<file path="src/rtl/wordload_pkg.sv">
package wordload_pkg;
  localparam int LOOPS  = 2;
  localparam int SWAL_W = 7;
  localparam int PROG_W = 11;
  localparam int REF_W  = 14;
  localparam int TEST_W = 2;
  localparam int PROG_MIN = 3;

  typedef struct packed {
    logic             shift;
    logic [LOOPS-1:0] ldMain;
    logic [LOOPS-1:0] ldRef;
  } strobe_t;
endpackage

</file>
<file path="src/rtl/wordload_ctrl.sv">
module wordload_ctrl
  import wordload_pkg::*;
#(
  parameter int NUM_LOOPS = LOOPS,
  parameter int PROG_BITS = PROG_W,
  parameter int PROG_LOW  = PROG_MIN,
  localparam int DEST_W   = $clog2(2 * NUM_LOOPS)
) (
  input  logic                 clk,
  input  logic                 rstN,
  input  logic                 serClk,
  input  logic                 latchEn,
  input  logic [DEST_W-1:0]    destCode,
  input  logic [PROG_BITS-1:0] progField,
  output strobe_t              strobe
);
  logic serClkQ, latchEnQ;
  logic clkRise, leRise;
  logic [DEST_W-2:0] loopSel;

  always_ff @(posedge clk or negedge rstN) begin
    if (!rstN) begin
      serClkQ  <= 1'b0;
      latchEnQ <= 1'b0;
    end else begin
      serClkQ  <= serClk;
      latchEnQ <= latchEn;
    end
  end

  assign clkRise = serClk & ~serClkQ;
  assign leRise  = latchEn & ~latchEnQ;
  assign loopSel = destCode[DEST_W-1:1];

  always_comb begin
    strobe       = '0;
    strobe.shift = clkRise;
    if (leRise) begin
      if (!destCode[0])
        strobe.ldRef[loopSel] = 1'b1;
      else if (progField >= PROG_BITS'(PROG_LOW))
        strobe.ldMain[loopSel] = 1'b1;
    end
  end


  one_dest_chk: assert property (@(posedge clk) disable iff (!rstN)
    $onehot0({strobe.ldMain, strobe.ldRef}));
endmodule

</file>
<file path="src/rtl/wordload_bank.sv">
module wordload_bank #(
  parameter int SWAL_BITS = 7,
  parameter int PROG_BITS = 11,
  parameter int REF_BITS  = 14,
  parameter int TEST_BITS = 2,
  parameter int PROG_LOW  = 3,
  localparam int PAY_W    = 3 + SWAL_BITS + PROG_BITS,
  localparam int SW_LO    = 3,
  localparam int PG_LO    = SW_LO + SWAL_BITS,
  localparam int RC_LO    = TEST_BITS,
  localparam int CP_POS   = RC_LO + REF_BITS
) (
  input  logic                 clk,
  input  logic                 rstN,
  input  logic                 ldMain,
  input  logic                 ldRef,
  input  logic [PAY_W-1:0]     payload,
  output logic [SWAL_BITS-1:0] swalQ,
  output logic [PROG_BITS-1:0] progQ,
  output logic                 prescQ,
  output logic                 phaseQ,
  output logic                 lockQ,
  output logic [REF_BITS-1:0]  refQ,
  output logic [TEST_BITS-1:0] testQ,
  output logic                 cpQ
);
  always_ff @(posedge clk or negedge rstN) begin
    if (!rstN) begin
      swalQ  <= '0;
      progQ  <= '0;
      prescQ <= 1'b0;
      phaseQ <= 1'b0;
      lockQ  <= 1'b0;
    end else if (ldMain) begin
      lockQ  <= payload[0];
      prescQ <= payload[1];
      phaseQ <= payload[2];
      swalQ  <= payload[SW_LO +: SWAL_BITS];
      progQ  <= payload[PG_LO +: PROG_BITS];
    end
  end

  always_ff @(posedge clk or negedge rstN) begin
    if (!rstN) begin
      refQ  <= '0;
      testQ <= '0;
      cpQ   <= 1'b0;
    end else if (ldRef) begin
      testQ <= payload[0 +: TEST_BITS];
      refQ  <= payload[RC_LO +: REF_BITS];
      cpQ   <= payload[CP_POS];
    end
  end


  main_hold_chk: assert property (@(posedge clk) disable iff (!rstN)
    !ldMain |=> ($stable(progQ) && $stable(swalQ) && $stable(lockQ)));

  ref_hold_chk: assert property (@(posedge clk) disable iff (!rstN)
    !ldRef |=> ($stable(refQ) && $stable(testQ) && $stable(cpQ)));

  prog_floor_chk: assert property (@(posedge clk) disable iff (!rstN)
    ldMain |=> (progQ >= PROG_BITS'(PROG_LOW)));
endmodule

</file>
<file path="src/rtl/wordload_path.sv">
module wordload_path
  import wordload_pkg::*;
#(
  parameter int NUM_LOOPS = LOOPS,
  parameter int SWAL_BITS = SWAL_W,
  parameter int PROG_BITS = PROG_W,
  parameter int REF_BITS  = REF_W,
  parameter int TEST_BITS = TEST_W,
  parameter int PROG_LOW  = PROG_MIN,
  localparam int DEST_W   = $clog2(2 * NUM_LOOPS),
  localparam int PAY_W    = 3 + SWAL_BITS + PROG_BITS,
  localparam int WORD_W   = DEST_W + PAY_W
) (
  input  logic                           clk,
  input  logic                           rstN,
  input  logic                           serData,
  input  strobe_t                        strobe,
  output logic [DEST_W-1:0]              destCode,
  output logic [PROG_BITS-1:0]           progField,
  output logic [NUM_LOOPS*SWAL_BITS-1:0] swallowCnt,
  output logic [NUM_LOOPS*PROG_BITS-1:0] progCnt,
  output logic [NUM_LOOPS-1:0]           prescSel,
  output logic [NUM_LOOPS-1:0]           phasePol,
  output logic [NUM_LOOPS-1:0]           lockSel,
  output logic [NUM_LOOPS*REF_BITS-1:0]  refCnt,
  output logic [NUM_LOOPS*TEST_BITS-1:0] testBits,
  output logic [NUM_LOOPS-1:0]           cpHigh
);
  logic [WORD_W-1:0] shiftReg;

  always_ff @(posedge clk or negedge rstN) begin
    if (!rstN)
      shiftReg <= '0;
    else if (strobe.shift)
      shiftReg <= {serData, shiftReg[WORD_W-1:1]};
  end

  assign destCode  = shiftReg[DEST_W-1:0];
  assign progField = shiftReg[WORD_W-1 -: PROG_BITS];

  for (genvar l = 0; l < NUM_LOOPS; l++) begin : g_loop
    wordload_bank #(
      .SWAL_BITS(SWAL_BITS), .PROG_BITS(PROG_BITS), .REF_BITS(REF_BITS),
      .TEST_BITS(TEST_BITS), .PROG_LOW(PROG_LOW)
    ) u_bank (
      .clk     (clk),
      .rstN    (rstN),
      .ldMain  (strobe.ldMain[l]),
      .ldRef   (strobe.ldRef[l]),
      .payload (shiftReg[WORD_W-1:DEST_W]),
      .swalQ   (swallowCnt[l*SWAL_BITS +: SWAL_BITS]),
      .progQ   (progCnt[l*PROG_BITS +: PROG_BITS]),
      .prescQ  (prescSel[l]),
      .phaseQ  (phasePol[l]),
      .lockQ   (lockSel[l]),
      .refQ    (refCnt[l*REF_BITS +: REF_BITS]),
      .testQ   (testBits[l*TEST_BITS +: TEST_BITS]),
      .cpQ     (cpHigh[l])
    );
  end


  shift_in_chk: assert property (@(posedge clk) disable iff (!rstN)
    strobe.shift |=> (shiftReg[WORD_W-1] == $past(serData)));
endmodule

</file>
<file path="src/rtl/synth_word_loader.sv">
module synth_word_loader
  import wordload_pkg::*;
#(
  parameter int NUM_LOOPS = LOOPS,
  parameter int SWAL_BITS = SWAL_W,
  parameter int PROG_BITS = PROG_W,
  parameter int REF_BITS  = REF_W,
  parameter int TEST_BITS = TEST_W,
  parameter int PROG_LOW  = PROG_MIN,
  localparam int DEST_W   = $clog2(2 * NUM_LOOPS)
) (
  input  logic                           clk,
  input  logic                           rstN,
  input  logic                           serClk,
  input  logic                           serData,
  input  logic                           latchEn,
  output logic [NUM_LOOPS*SWAL_BITS-1:0] swallowCnt,
  output logic [NUM_LOOPS*PROG_BITS-1:0] progCnt,
  output logic [NUM_LOOPS-1:0]           prescSel,
  output logic [NUM_LOOPS-1:0]           phasePol,
  output logic [NUM_LOOPS-1:0]           lockSel,
  output logic [NUM_LOOPS*REF_BITS-1:0]  refCnt,
  output logic [NUM_LOOPS*TEST_BITS-1:0] testBits,
  output logic [NUM_LOOPS-1:0]           cpHigh
);
  strobe_t              strobe;
  logic [DEST_W-1:0]    destCode;
  logic [PROG_BITS-1:0] progField;

  wordload_ctrl #(
    .NUM_LOOPS(NUM_LOOPS), .PROG_BITS(PROG_BITS), .PROG_LOW(PROG_LOW)
  ) u_ctrl (
    .clk(clk), .rstN(rstN), .serClk(serClk), .latchEn(latchEn),
    .destCode(destCode), .progField(progField), .strobe(strobe)
  );

  wordload_path #(
    .NUM_LOOPS(NUM_LOOPS), .SWAL_BITS(SWAL_BITS), .PROG_BITS(PROG_BITS),
    .REF_BITS(REF_BITS), .TEST_BITS(TEST_BITS), .PROG_LOW(PROG_LOW)
  ) u_path (
    .clk(clk), .rstN(rstN), .serData(serData), .strobe(strobe),
    .destCode(destCode), .progField(progField),
    .swallowCnt(swallowCnt), .progCnt(progCnt), .prescSel(prescSel),
    .phasePol(phasePol), .lockSel(lockSel), .refCnt(refCnt),
    .testBits(testBits), .cpHigh(cpHigh)
  );
endmodule

</file>
<file path="config.mk">
export PLATFORM = sky130hd
export DESIGN_NAME = synth_word_loader
export DESIGN_NICKNAME = d
export VERILOG_FILES = /design/src/rtl/wordload_pkg.sv /design/src/rtl/wordload_ctrl.sv /design/src/rtl/wordload_bank.sv /design/src/rtl/wordload_path.sv /design/src/rtl/synth_word_loader.sv
export SDC_FILE = /design/constraint.sdc
export NUM_CORES = 1
export LEC_CHECK = 0
export ABC_AREA = 0
export BUFFER_PORTS_ARGS = -buffer_cell sky130_fd_sc_hd__buf_2
export CAP_MARGIN = 20
export CORE_MARGIN = 2
export CORE_UTILIZATION = 50
export CTS_CLUSTER_SIZE = 24
export DETAILED_ROUTE_END_ITERATION = 10
export PLACE_DENSITY = 0.86
export SLEW_MARGIN = 20
export SYNTH_ARGS = -nofsm -noshare
export SYNTH_HDL_FRONTEND = slang
export SYNTH_SLANG_ARGS = --single-unit
export TNS_END_PERCENT = 30
</file>
<file path="constraint.sdc">
create_clock -name clk -period 6.8 [get_ports clk]
set_clock_uncertainty 0.15 [all_clocks]
set_input_delay 1.36 -clock clk [delete_from_list [all_inputs] [get_ports clk]]
set_output_delay 1.36 -clock clk [all_outputs]
set_load 0.02 [all_outputs]
</file>
# Word level (Yosys, flattened, before mapping)
# Cells that the tools add are included.
dict set report word_totals {
  mem_count 0
  romBits 0
  word_cells 33
  output_inout_bits 76
  ff_bits 101
  latchBits 0
  ram_bits 0
  input_bits 5
}
dict set report op_classes {
  addsub 0
  reduce_logical 1
  mux 6
  order_cmp 3
  div 0
  shift 0
  bitwise_logic 4
  n_eq_ne 0
  multipliers 0
}
# cell count
set ops {}
lappend ops {{$ge 11x2->1 const B} 1}
lappend ops {{$mux 2} 3}
lappend ops {{$mux 4} 1}
lappend ops {{$and 1x1->1} 2}
lappend ops {{$lt 1x2->1 const B} 1}
lappend ops {{$not 1->1} 2}
lappend ops {{$demux 1 s1} 1}
lappend ops {{$ge 1x1->1 const B} 1}
lappend ops {{$logic_and 1x1->1} 1}
lappend ops {{$mux 1} 1}

# Logic depth before layout (Yosys ltp)
# Gate-level depths: netlist (run 1).
dict set report logic_depth {
  word_depth 7
  mapped_depth 5
  mapped_depth_nobuf 3
}

# Cells and area by module
# A second synthesis (run 1) with hierarchy kept.
dict set report unflattened {
  cells_unflattened 234
  hier_area_um2 4020.1
}
# module n_inst area_each_um2 seq_area_each_um2 cells_each
set by_module_without_submodules {}
lappend by_module_without_submodules {wordload_bank 2 1462.7 950.9 80}
lappend by_module_without_submodules {wordload_path 1 954.7 575.6 61}
lappend by_module_without_submodules {wordload_ctrl 1 140.1 50.0 13}

# Least setup slack after synthesis (run 1)
# Ideal clock, no wire load.
dict set report synth_path {
  path_kind {input-to-reg}
  from {input latchEn}
  to {register u_path.g_loop[0].u_bank.refQ[10]}
  path_stages 3
  slack_ps 3985
  n_path_buf 1
  setup_time_ps 125
  t_arrival_ps 2540
  required_ps 6525
  path_cell_list {nor4b_2 buf_2 mux2_2}
}
dict set report synth_via {
  elab_chain_cells 2
}
# element line_no
set synth_lines {}
lappend synth_lines {{start, declared} synth_word_loader.sv:16} ;# input logic latchEn,
lappend synth_lines {{$and 1x1->1} wordload_ctrl.sv:32} ;# assign leRise = latchEn & ~latchEnQ;
lappend synth_lines {{$mux 4} wordload_ctrl.sv:38} ;# if (leRise) begin
lappend synth_lines {{end signal, assigned} wordload_bank.sv:50} ;# refQ <= payload[RC_LO +: REF_BITS];
lappend synth_lines {{end, declared} wordload_bank.sv:23} ;# output logic [REF_BITS-1:0] refQ,
# No other way between the ends.
# A chain may end at the register's enable or synchronous reset.

# Worst setup path in the final report (run 1)
dict set report layout_path {
  from {register u_path.shiftReg[17]}
  to {register u_path.g_loop[0].u_bank.swalQ[4]}
}
dict set report layout_via {
  elab_chain_cells 4
}
# element line_no
set layout_lines {}
lappend layout_lines {{start, declared} wordload_path.sv:29} ;# logic [WORD_W-1:0] shiftReg;
lappend layout_lines {{start signal, assigned} wordload_path.sv:35} ;# shiftReg <= {serData, shiftReg[WORD_W-1:1]};
lappend layout_lines {{$ge 11x2->1} wordload_ctrl.sv:41} ;# else if (progField >= PROG_BITS'(PROG_LOW))
lappend layout_lines {{$mux 2} wordload_ctrl.sv:41}
lappend layout_lines {{$mux 2} wordload_ctrl.sv:39} ;# if (!destCode[0])
lappend layout_lines {{$mux 4} wordload_ctrl.sv:38}
lappend layout_lines {{end signal, assigned} wordload_bank.sv:38} ;# swalQ <= payload[SW_LO +: SWAL_BITS];
lappend layout_lines {{end, declared} wordload_bank.sv:18} ;# output logic [SWAL_BITS-1:0] swalQ,
# No other way between the ends.

==> results of run 1 <==
power breakdown:
part           internal [µW]  switching (µW)
Sequential               679            90.1
Combinational           97.3             104
Clock                    217             202
logic make-up (layout without fill, tap and decap cells):
| kind of cell | count (synthesis) | in the layout |
|---|---|---|
| flops | 101 | 101 |
| compound gates | 18 | 18 |
| mux | 85 | 85 |
| buf+inv | 19 | 101 |
| simple gates | 7 | 7 |
cell usage after synthesis, types with 2 or more instances:
cell type and number:
mux2_4 5, nor4bb_1 2, dfrtp_1 101, buf_4 10, clkbuf_1 5, a22o_1 14, buf_2 2, mux2_2 80
worst max-delay path, delay by kind of cell (launching register included):
family	cells	cell delay, ns
compound gates	1	0.92
flops	1	0.46
simple gates	1	0.61
mux	1	0.42
metrics by stage:
step	instances	utilization (%)	hold WS (ns)	power [µW]
2_1_floorplan	230	-	0.331	897
3_3_place_gp	397	57.0	0.327	978
3_5_place_dp	397	57.0	0.331	987
4_1_cts	413	60.0	0.356	1400
5_1_grt	414	60.2	0.370	1450
6_report	414	60.2	0.355	1390
worst min path at each step:
| stage | startpoint | endpoint | slack [ns] | cells past startpoint |
|---|---|---|---|---|
| after floorplan | u_path.g_loop[0].u_bank.lockQ | u_path.g_loop[0].u_bank.lockQ | 0.33 | 1 |
| after CTS | u_path.g_loop[1].u_bank.progQ[4] | u_path.g_loop[1].u_bank.progQ[4] | 0.36 | 1 |
| after global routing | u_path.g_loop[1].u_bank.progQ[3] | u_path.g_loop[1].u_bank.progQ[3] | 0.37 | 1 |
| after global placement | u_path.g_loop[1].u_bank.progQ[3] | u_path.g_loop[1].u_bank.progQ[3] | 0.33 | 1 |
| after detailed placement | u_path.g_loop[1].u_bank.progQ[3] | u_path.g_loop[1].u_bank.progQ[3] | 0.33 | 1 |
| final | u_path.g_loop[1].u_bank.progQ[4] | u_path.g_loop[1].u_bank.progQ[4] | 0.36 | 1 |
routing by layer:
layer,up-vias,global-route usage [%]
met2,55,27.7
met5,-,0
met3,9,4.35
li1,978,-
met1,1139,26.3
met4,2,7.09
layout make-up:
class / instances / share of cell area (%)
tap: 102 / 2.79
clock inverter: 6 / 1.88
multi-input combinational: 110 / 27.4
clock buffer: 10 / 3.00
sequential: 101 / 55.2
timing repair buffer: 85 / 9.78
sequential cells by signal (all words and copies together) (netlist names):
signal and flops:
u_path.g_loop.u_bank.refQ 28, u_path.shiftReg 23, u_path.g_loop.u_bank.progQ 22, u_path.g_loop.u_bank.swalQ 14, u_path.g_loop.u_bank.testQ 4, u_path.g_loop.u_bank.cpQ 2
u_path.g_loop.u_bank.lockQ 2, u_path.g_loop.u_bank.phaseQ 2, u_path.g_loop.u_bank.prescQ 2, u_ctrl.latchEnQ 1, u_ctrl.serClkQ 1
==> results.yml, run 1 <==
run_status:
  status: "completed"
clocking:
  cts_resized: 0
  cts_tree: "done"
  ctsHoldBuffers: 0
  post_cts_buffers: 0
  clockBufferDepth: 2
  cts_root_buf: "clkbuf_8"
  htreeDepth: 3
  path_clk_slew_ns: 0.09
  cts_sinks: 101
  insertion_delay_ns: 0.36
  numCtsBuffers: 9
critical_path:
  cp_max_fo: 17
  crit_slowest_cell: "o31ai_4"
  reg2reg_from: "u_path.shiftReg[17]"
  arrival_ns: 2.78
  startpoint_type: "flip-flop"
  slowest_delay_ns: 0.92
  crit_required_ns: 6.89
  r2r_setup_slack_ns: 4.12
  r2r.worst_path.cells: 3
  path_cells: "or4_4 -> o31ai_4 -> mux2_2"
  reg2reg_to: "u_path.g_loop[0].u_bank.swalQ[4]"
  crit_path_end: "u_path.g_loop[0].u_bank.swalQ[4]"
  criticalPathCategory: "flip-flop to flip-flop"
  cp-startpoint: "u_path.shiftReg[17]"
  crit_path_end_kind: "flip-flop"
global_routing:
  grt_max_degree: 81
  antenna_found_initial: 1
  grt_pass1_vias: 2262
  grt_pass1_wl_um: 12000
  overflow: 0
  grt_use_total_pct: 18.5
logic_synthesis:
  synth_compound_area_share_pct: 4.50
  ys_warn_count: 0
  synth_mux_area_share_pct: 25.3
  synth_simple_gate_area_share_pct: 1.78
  synthDistinctLibCells: 19
  synth_edf_count: 0
  synth_fp_nets: 235
  synth_fa_ha_area_share_pct: 0
  synth-xor-area-share_pct: 0
  synth_top_family_by_area: "multiplexers"
  synthFlopType: "dfrtp_1"
  synthArstFlopShare_pct: 100
  yosys-top-cells-area: "dfrtp_1, mux2_2, a22o_1"
  syn_area_per_cell_um2: 16.8
  seq_area_frac_synth_pct: 65.4
  syn_inst: 230
  syn-cell-area_um2: 3860
  synth_top_area_share_pct: 65.4
  yosys_register_bits: 101
  synth.largest_area_cell: "dfrtp_1"
timing:
  slew_viol_final: 0
  worst_pin_slew_ns: 1.04
  rsz0062_at_grt: "false"
  fin_crit_sh_pct: 39.4
  setup_viol: 0
  fin_tns_setup_ns: 0
  hold_viol_final: 0
  fmax_ghz: 0.373
  slew-limit-headroom_pct: 30.4
  fin_crit_ns: 2.68
  timing.final.ws_setup_ns: 4.12
layout:
  antenna_cells: 0
  final_net_count: 312
  final_cell_mix: "dfrtp_1, mux2_2, buf_2, a22o_1, clkbuf_8"
  seqCellArea_um2: 2530
  final_common_cell: "dfrtp_1"
  fill_cells: 610
  fin_area_um2: 4580
  area_growth_pct: 18.5
  drive_gt1_share_pct: 61.5
  multi_input_area_um2: 1250
pwr:
  leakagePower_uw: 0.00249
  p_per_area_nw_per_um2: 303
  ir_drop_v: 0.000180
drt:
  drc: 0
  wirelength_um: 7320
  post_drt_wl_per_cell_um: 17.7
  vias: 2183
  met3_length_um: 409
  vias_per_cell: 5.27
  routed.top_layer: "met5"
  first_pass_iters: 4
  wl_met2_um: 3440
  wl_met1_um: 3370
  ant_nets: 0
  drtIter0Drc: 65
place:
  port_buffers: 80
  dpl_cell_area_um2: 4340
  dp_hpwl_um: 4810
  place_congestion: 0.752
  detailedPlace.worstSlack_ns: 3.76
floorplanning:
  rows: 32
  fp.coreArea_um2: 7610
  io-pin-count: 81
  start_util_pct: 50.8
  die_h_um: 91.9
  dieArea_um2: 8450
  die_w_um: 91.9
hold_path:
  hp-class: "flip-flop to flip-flop"
job:
  max-cap-violations: 0
Note: power is estimated with default switching activity, not from simulation.
==> run 2: changes to the inputs <==
Clock period 6.8 ns to 2.5 ns, I/O delays scaled along.
==> results.yml, run 2 (synthesis results as in run 1) <==
run_status:
  status: "finished with violations"
  violations: "hold timing"
critical_path:
  r2r_setup_slack_ns: 0.26
  arrival_ns: 2.34
  reg2reg_to: "u_path.g_loop[1].u_bank.lockQ"
  startpoint_type: "flip-flop"
  crit_required_ns: 2.60
  crit_slowest_cell: "or4_4"
  criticalPathCategory: "flip-flop to flip-flop"
  crit_buf_inv: 1
  cp_top_family: "simple AND/OR/NAND/NOR gates"
  reg2reg_from: "u_path.shiftReg[17]"
  crit_path_end_kind: "flip-flop"
  r2r.worst_path.cells: 4
  slowest_delay_ns: 0.61
  cp_max_fo: 13
  path_cells: "or4_4 -> o31ai_4 -> buf_4 -> mux2_2"
layout:
  fill_cells: 617
  final_net_count: 320
  multi_input_area_um2: 1250
  final_cell_mix: "dfrtp_1, mux2_2, buf_2, a22o_1, buf_4"
  top_register: "u_path.g_loop.u_bank.refQ"
  area_growth_pct: 20.4
  final_common_cell: "dfrtp_1"
  antenna_cells: 0
  seqCellArea_um2: 2530
  postLayoutCoreUtil_pct: 61.2
  stdcell_count: 422
  drive_gt1_share_pct: 62.2
  top_regs: "u_path.g_loop.u_bank.refQ: 28 flops, u_path.shiftReg: 23 flops, u_path.g_loop.u_bank.progQ: 22 flops"
  largest_reg_flops: 28
place:
  place_congestion: 0.741
  port_buffers: 80
  place_inst: 406
  dp_hpwl_um: 5110
floorplanning:
  dieArea_um2: 8450
  start_util_pct: 50.8
  die_h_um: 91.9
  fp.coreArea_um2: 7610
  io-pin-count: 81
  die_w_um: 91.9
  rows: 32
global_routing:
  grt_use_total_pct: 19.1
  grt_max_degree: 50
  antenna_found_initial: 0
  grt_pass1_wl_um: 12300
  overflow: 0
  grt_pass1_vias: 2291
clocking:
  cts_resized: 0
  insertion_delay_ns: 0.36
  ctsHoldBuffers: 0
  htreeDepth: 3
  clockBufferDepth: 2
  path_clk_slew_ns: 0.10
  cts_root_buf: "clkbuf_8"
  post_cts_buffers: 0
  numCtsBuffers: 9
  cts_sinks: 101
  cts_tree: "done"
drt:
  vias_per_cell: 5.20
  wirelength_um: 7360
  drtIter0Drc: 103
  ant_nets: 0
  first_pass_iters: 4
  drc: 0
  vias: 2193
  post_drt_wl_per_cell_um: 17.5
pwr:
  finalPower_uw: 3800
  internal-power_uw: 2700
  power_frac_clock_pct: 29.9
  comb_power_share_pct: 15.5
  p_seq_share_pct: 54.6
  leakagePower_uw: 0.00254
  p_sw_uw: 1100
  ir_drop_v: 0.000433
  p_per_area_nw_per_um2: 817
  swShare_pct: 29.0
timing:
  worst_pin_slew_ns: 0.638
  setup_viol: 0
  hold_viol_final: 1
  slew-limit-headroom_pct: 57.4
  fmax_ghz: 0.447
  fin_tns_setup_ns: 0
  slew_viol_final: 0
  fin_crit_sh_pct: 89.5
  fin_crit_ns: 2.24
  rsz0062_at_grt: "false"
  hold_ws_ns: -0.000991
hold_path:
  hp-class: "input port to async pin"
job:
  max-cap-violations: 0
## run 2: cell type report
class                           count  share of cell area (%)
Sequential cell                   101                    54.3
Multi-Input combinational cell    110                    26.9
Clock inverter                      7                    2.07
Tap cell                          102                    2.74
Timing Repair Buffer               93                    11.3
Clock buffer                        9                    2.66
## run 2: worst reg2reg max path, delay by kind of cell (launching register included)
| kind | cells | cell delay [ns] |
|---|---|---|
| flip-flops | 1 | 0.45 |
| multiplexers | 1 | 0.36 |
| buffers and inverters | 1 | 0.27 |
| AND/OR/NAND/NOR | 1 | 0.61 |
| AO/OA/AOI/OAI | 1 | 0.28 |
## run 2: worst max-delay path by stage
stage | startpoint | end | cells after the start
finish | u_path.shiftReg[17] | u_path.g_loop[1].u_bank.lockQ | 4
global route | u_path.shiftReg[17] | u_path.g_loop[1].u_bank.lockQ | 4
CTS | u_path.shiftReg[17] | u_path.g_loop[0].u_bank.swalQ[5] | 4
detailed placement | u_path.shiftReg[18] | u_path.g_loop[1].u_bank.lockQ | 4
global placement | u_path.shiftReg[17] | u_path.g_loop[0].u_bank.progQ[0] | 4
floorplan | u_path.shiftReg[17] | u_path.g_loop[0].u_bank.progQ[1] | 4
## run 2: metrics by stage
stage	area, µm²	setup slack [ns]
6_report	4650	0.263
2_1_floorplan	3860	0.336
3_3_place_gp	4430	0.338
3_5_place_dp	4430	0.276
4_1_cts	4650	0.269
5_1_grt	4650	0.182
## run 2: layer usage
layer  global-route usage [%]  vias to the layer above  part of all wire (%)
met5                        0                        -                     0
met1                     26.9                     1126                    46
met3                     6.08                       11                   6.4
met2                     28.4                       58                    46
li1                         -                      998                     -
met4                     6.47                        0                   1.5
## run 2: power by group through the flow
stage	logic (µW)	clock network (µW)	registers [µW]
2_1_floorplan	287	0	2150
3_3_place_gp	576	0	2100
3_5_place_dp	598	0	2110
4_1_cts	599	1160	2080
5_1_grt	636	1230	2120
6_report	588	1140	2070
==> run 3: changes to the inputs <==
Settings changed: BUFFER_PORTS_ARGS -buffer_cell sky130_fd_sc_hd__buf_2 to -buffer_cell sky130_fd_sc_hd__buf_4.
==> results.yml, run 3 (synthesis results as in run 1) <==
place:
  dpl_cell_area_um2: 4610
  port_buffers: 80
  dp_hpwl_um: 5110
  place_congestion: 0.754
  place_inst: 404
drt:
  first_pass_iters: 4
  drc: 0
  drtIter0Drc: 115
  vias_per_cell: 5.24
  wirelength_um: 7420
  ant_nets: 0
  vias: 2204
  post_drt_wl_per_cell_um: 17.6
clocking:
  cts_sinks: 101
  numCtsBuffers: 9
  clockBufferDepth: 2
  cts_tree: "done"
  path_clk_slew_ns: 0.09
  cts_root_buf: "clkbuf_8"
  htreeDepth: 3
  insertion_delay_ns: 0.37
  cts_resized: 0
critical_path:
  crit_slowest_cell: "or4_4"
  criticalPathCategory: "flip-flop to flip-flop"
  cp-startpoint: "u_path.shiftReg[17]"
  cp.depth: 4
  slowest_delay_ns: 0.61
  crit_path_end_kind: "flip-flop"
  cp_top_family: "simple AND/OR/NAND/NOR gates"
  crit_buf_inv: 1
  arrival_ns: 2.36
  crit_required_ns: 2.60
  path_cells: "or4_4 -> o31ai_4 -> buf_12 -> mux2_2"
  cp_max_fo: 15
  startpoint_type: "flip-flop"
  r2r_setup_slack_ns: 0.24
  r2r.worst_path.cells: 4
  crit_path_end: "u_path.g_loop[0].u_bank.swalQ[5]"
  reg2reg_from: "u_path.shiftReg[17]"
  reg2reg_to: "u_path.g_loop[0].u_bank.swalQ[5]"
timing:
  slew_viol_final: 0
  hold_viol_final: 0
  worst_pin_slew_ns: 0.454
  fin_tns_setup_ns: 0
  fmax_ghz: 0.442
  setup_viol: 0
  slew-limit-headroom_pct: 69.7
  rsz0062_at_grt: "false"
  fin_crit_ns: 2.26
  fin_crit_sh_pct: 90.4
floorplanning:
  start_util_pct: 50.8
  fp.coreArea_um2: 7610
  die_w_um: 91.9
  rows: 32
  die_h_um: 91.9
  dieArea_um2: 8450
  io-pin-count: 81
pwr:
  ir_drop_v: 0.000371
  finalPower_uw: 3670
  p_per_area_nw_per_um2: 764
  leakagePower_uw: 0.00251
job:
  max-cap-violations: 0
layout:
  fin_area_um2: 4810
  final_common_cell: "dfrtp_1"
  final_cell_mix: "dfrtp_1, buf_4, mux2_2, a22o_1, clkbuf_8"
  largest_reg_flops: 28
  final_net_count: 319
  antenna_cells: 0
  top_regs: "u_path.g_loop.u_bank.refQ: 28 flops, u_path.shiftReg: 23 flops, u_path.g_loop.u_bank.progQ: 22 flops"
  drive_gt1_share_pct: 61.8
  stdcell_count: 421
  top_register: "u_path.g_loop.u_bank.refQ"
  area_growth_pct: 24.3
global_routing:
  antenna_found_initial: 0
  grt_pass1_wl_um: 12200
  overflow: 0
  grt_use_total_pct: 19.1
  grt_max_degree: 49
  grt_pass1_vias: 2279
hold_path:
  hp-class: "input port to flip-flop"
  hold_depth: 1
run_status:
  status: "completed"
## run 3: area by class of cell
| cell class | count | area [µm²] |
|---|---|---|
| Tap cell | 102 | 128 |
| Multi-Input combinational cell | 110 | 1250 |
| Clock inverter | 7 | 57.6 |
| Sequential cell | 101 | 2530 |
| Fill cell | 594 | 2800 |
| Clock buffer | 9 | 124 |
| Timing Repair Buffer | 92 | 718 |
## run 3: worst register-to-register path: stages, from the launching register on
cell	delay [ns]
dfrtp_1	0.47
or4_4	0.61
o31ai_4	0.37
buf_12	0.20
mux2_2	0.35
## run 3: power by group
group / switching [µW] / internal (µW)
clock: 571 / 376
sequential: 239 / 1850
combinational: 304 / 333
total: 1110 / 2560
## run 3: timing repair
action	CTS	global route
hold buffers	1	0
hold endpoints to repair	22	0
setup buffers	0	0
## run 3: metrics by stage
step / hold WS (ns) / util, % / setup slack [ns]
after floorplan: 0.0544 / - / 0.336
after global placement: 0.267 / 60.7 / 0.317
after detailed placement: 0.273 / 60.7 / 0.259
after CTS: 0.0913 / 63.2 / 0.237
after global routing: 0.100 / 63.2 / 0.174
final: 0.113 / 63.2 / 0.239
## run 3: metal layers
| metal | vias up | track usage (%) | wire length, µm |
|---|---|---|---|
| li1 | 998 | - | - |
| met1 | 1123 | 26.7 | 3290 |
| met2 | 69 | 28.2 | 3500 |
| met3 | 14 | 4.93 | 456 |
| met4 | 0 | 8.71 | 170 |
| met5 | - | 0 | 0 |
## run 3: worst min path at each step
stage,slack (ns),endpoint,startpoint
4_1_cts,0.09,u_ctrl.serClkQ,serClk
3_5_place_dp,0.27,u_path.g_loop[1].u_bank.refQ[13],rstN
6_report,0.11,u_ctrl.serClkQ,serClk
2_1_floorplan,0.05,u_ctrl.latchEnQ,rstN
5_1_grt,0.10,u_ctrl.serClkQ,serClk
3_3_place_gp,0.27,u_path.g_loop[0].u_bank.refQ[13],rstN
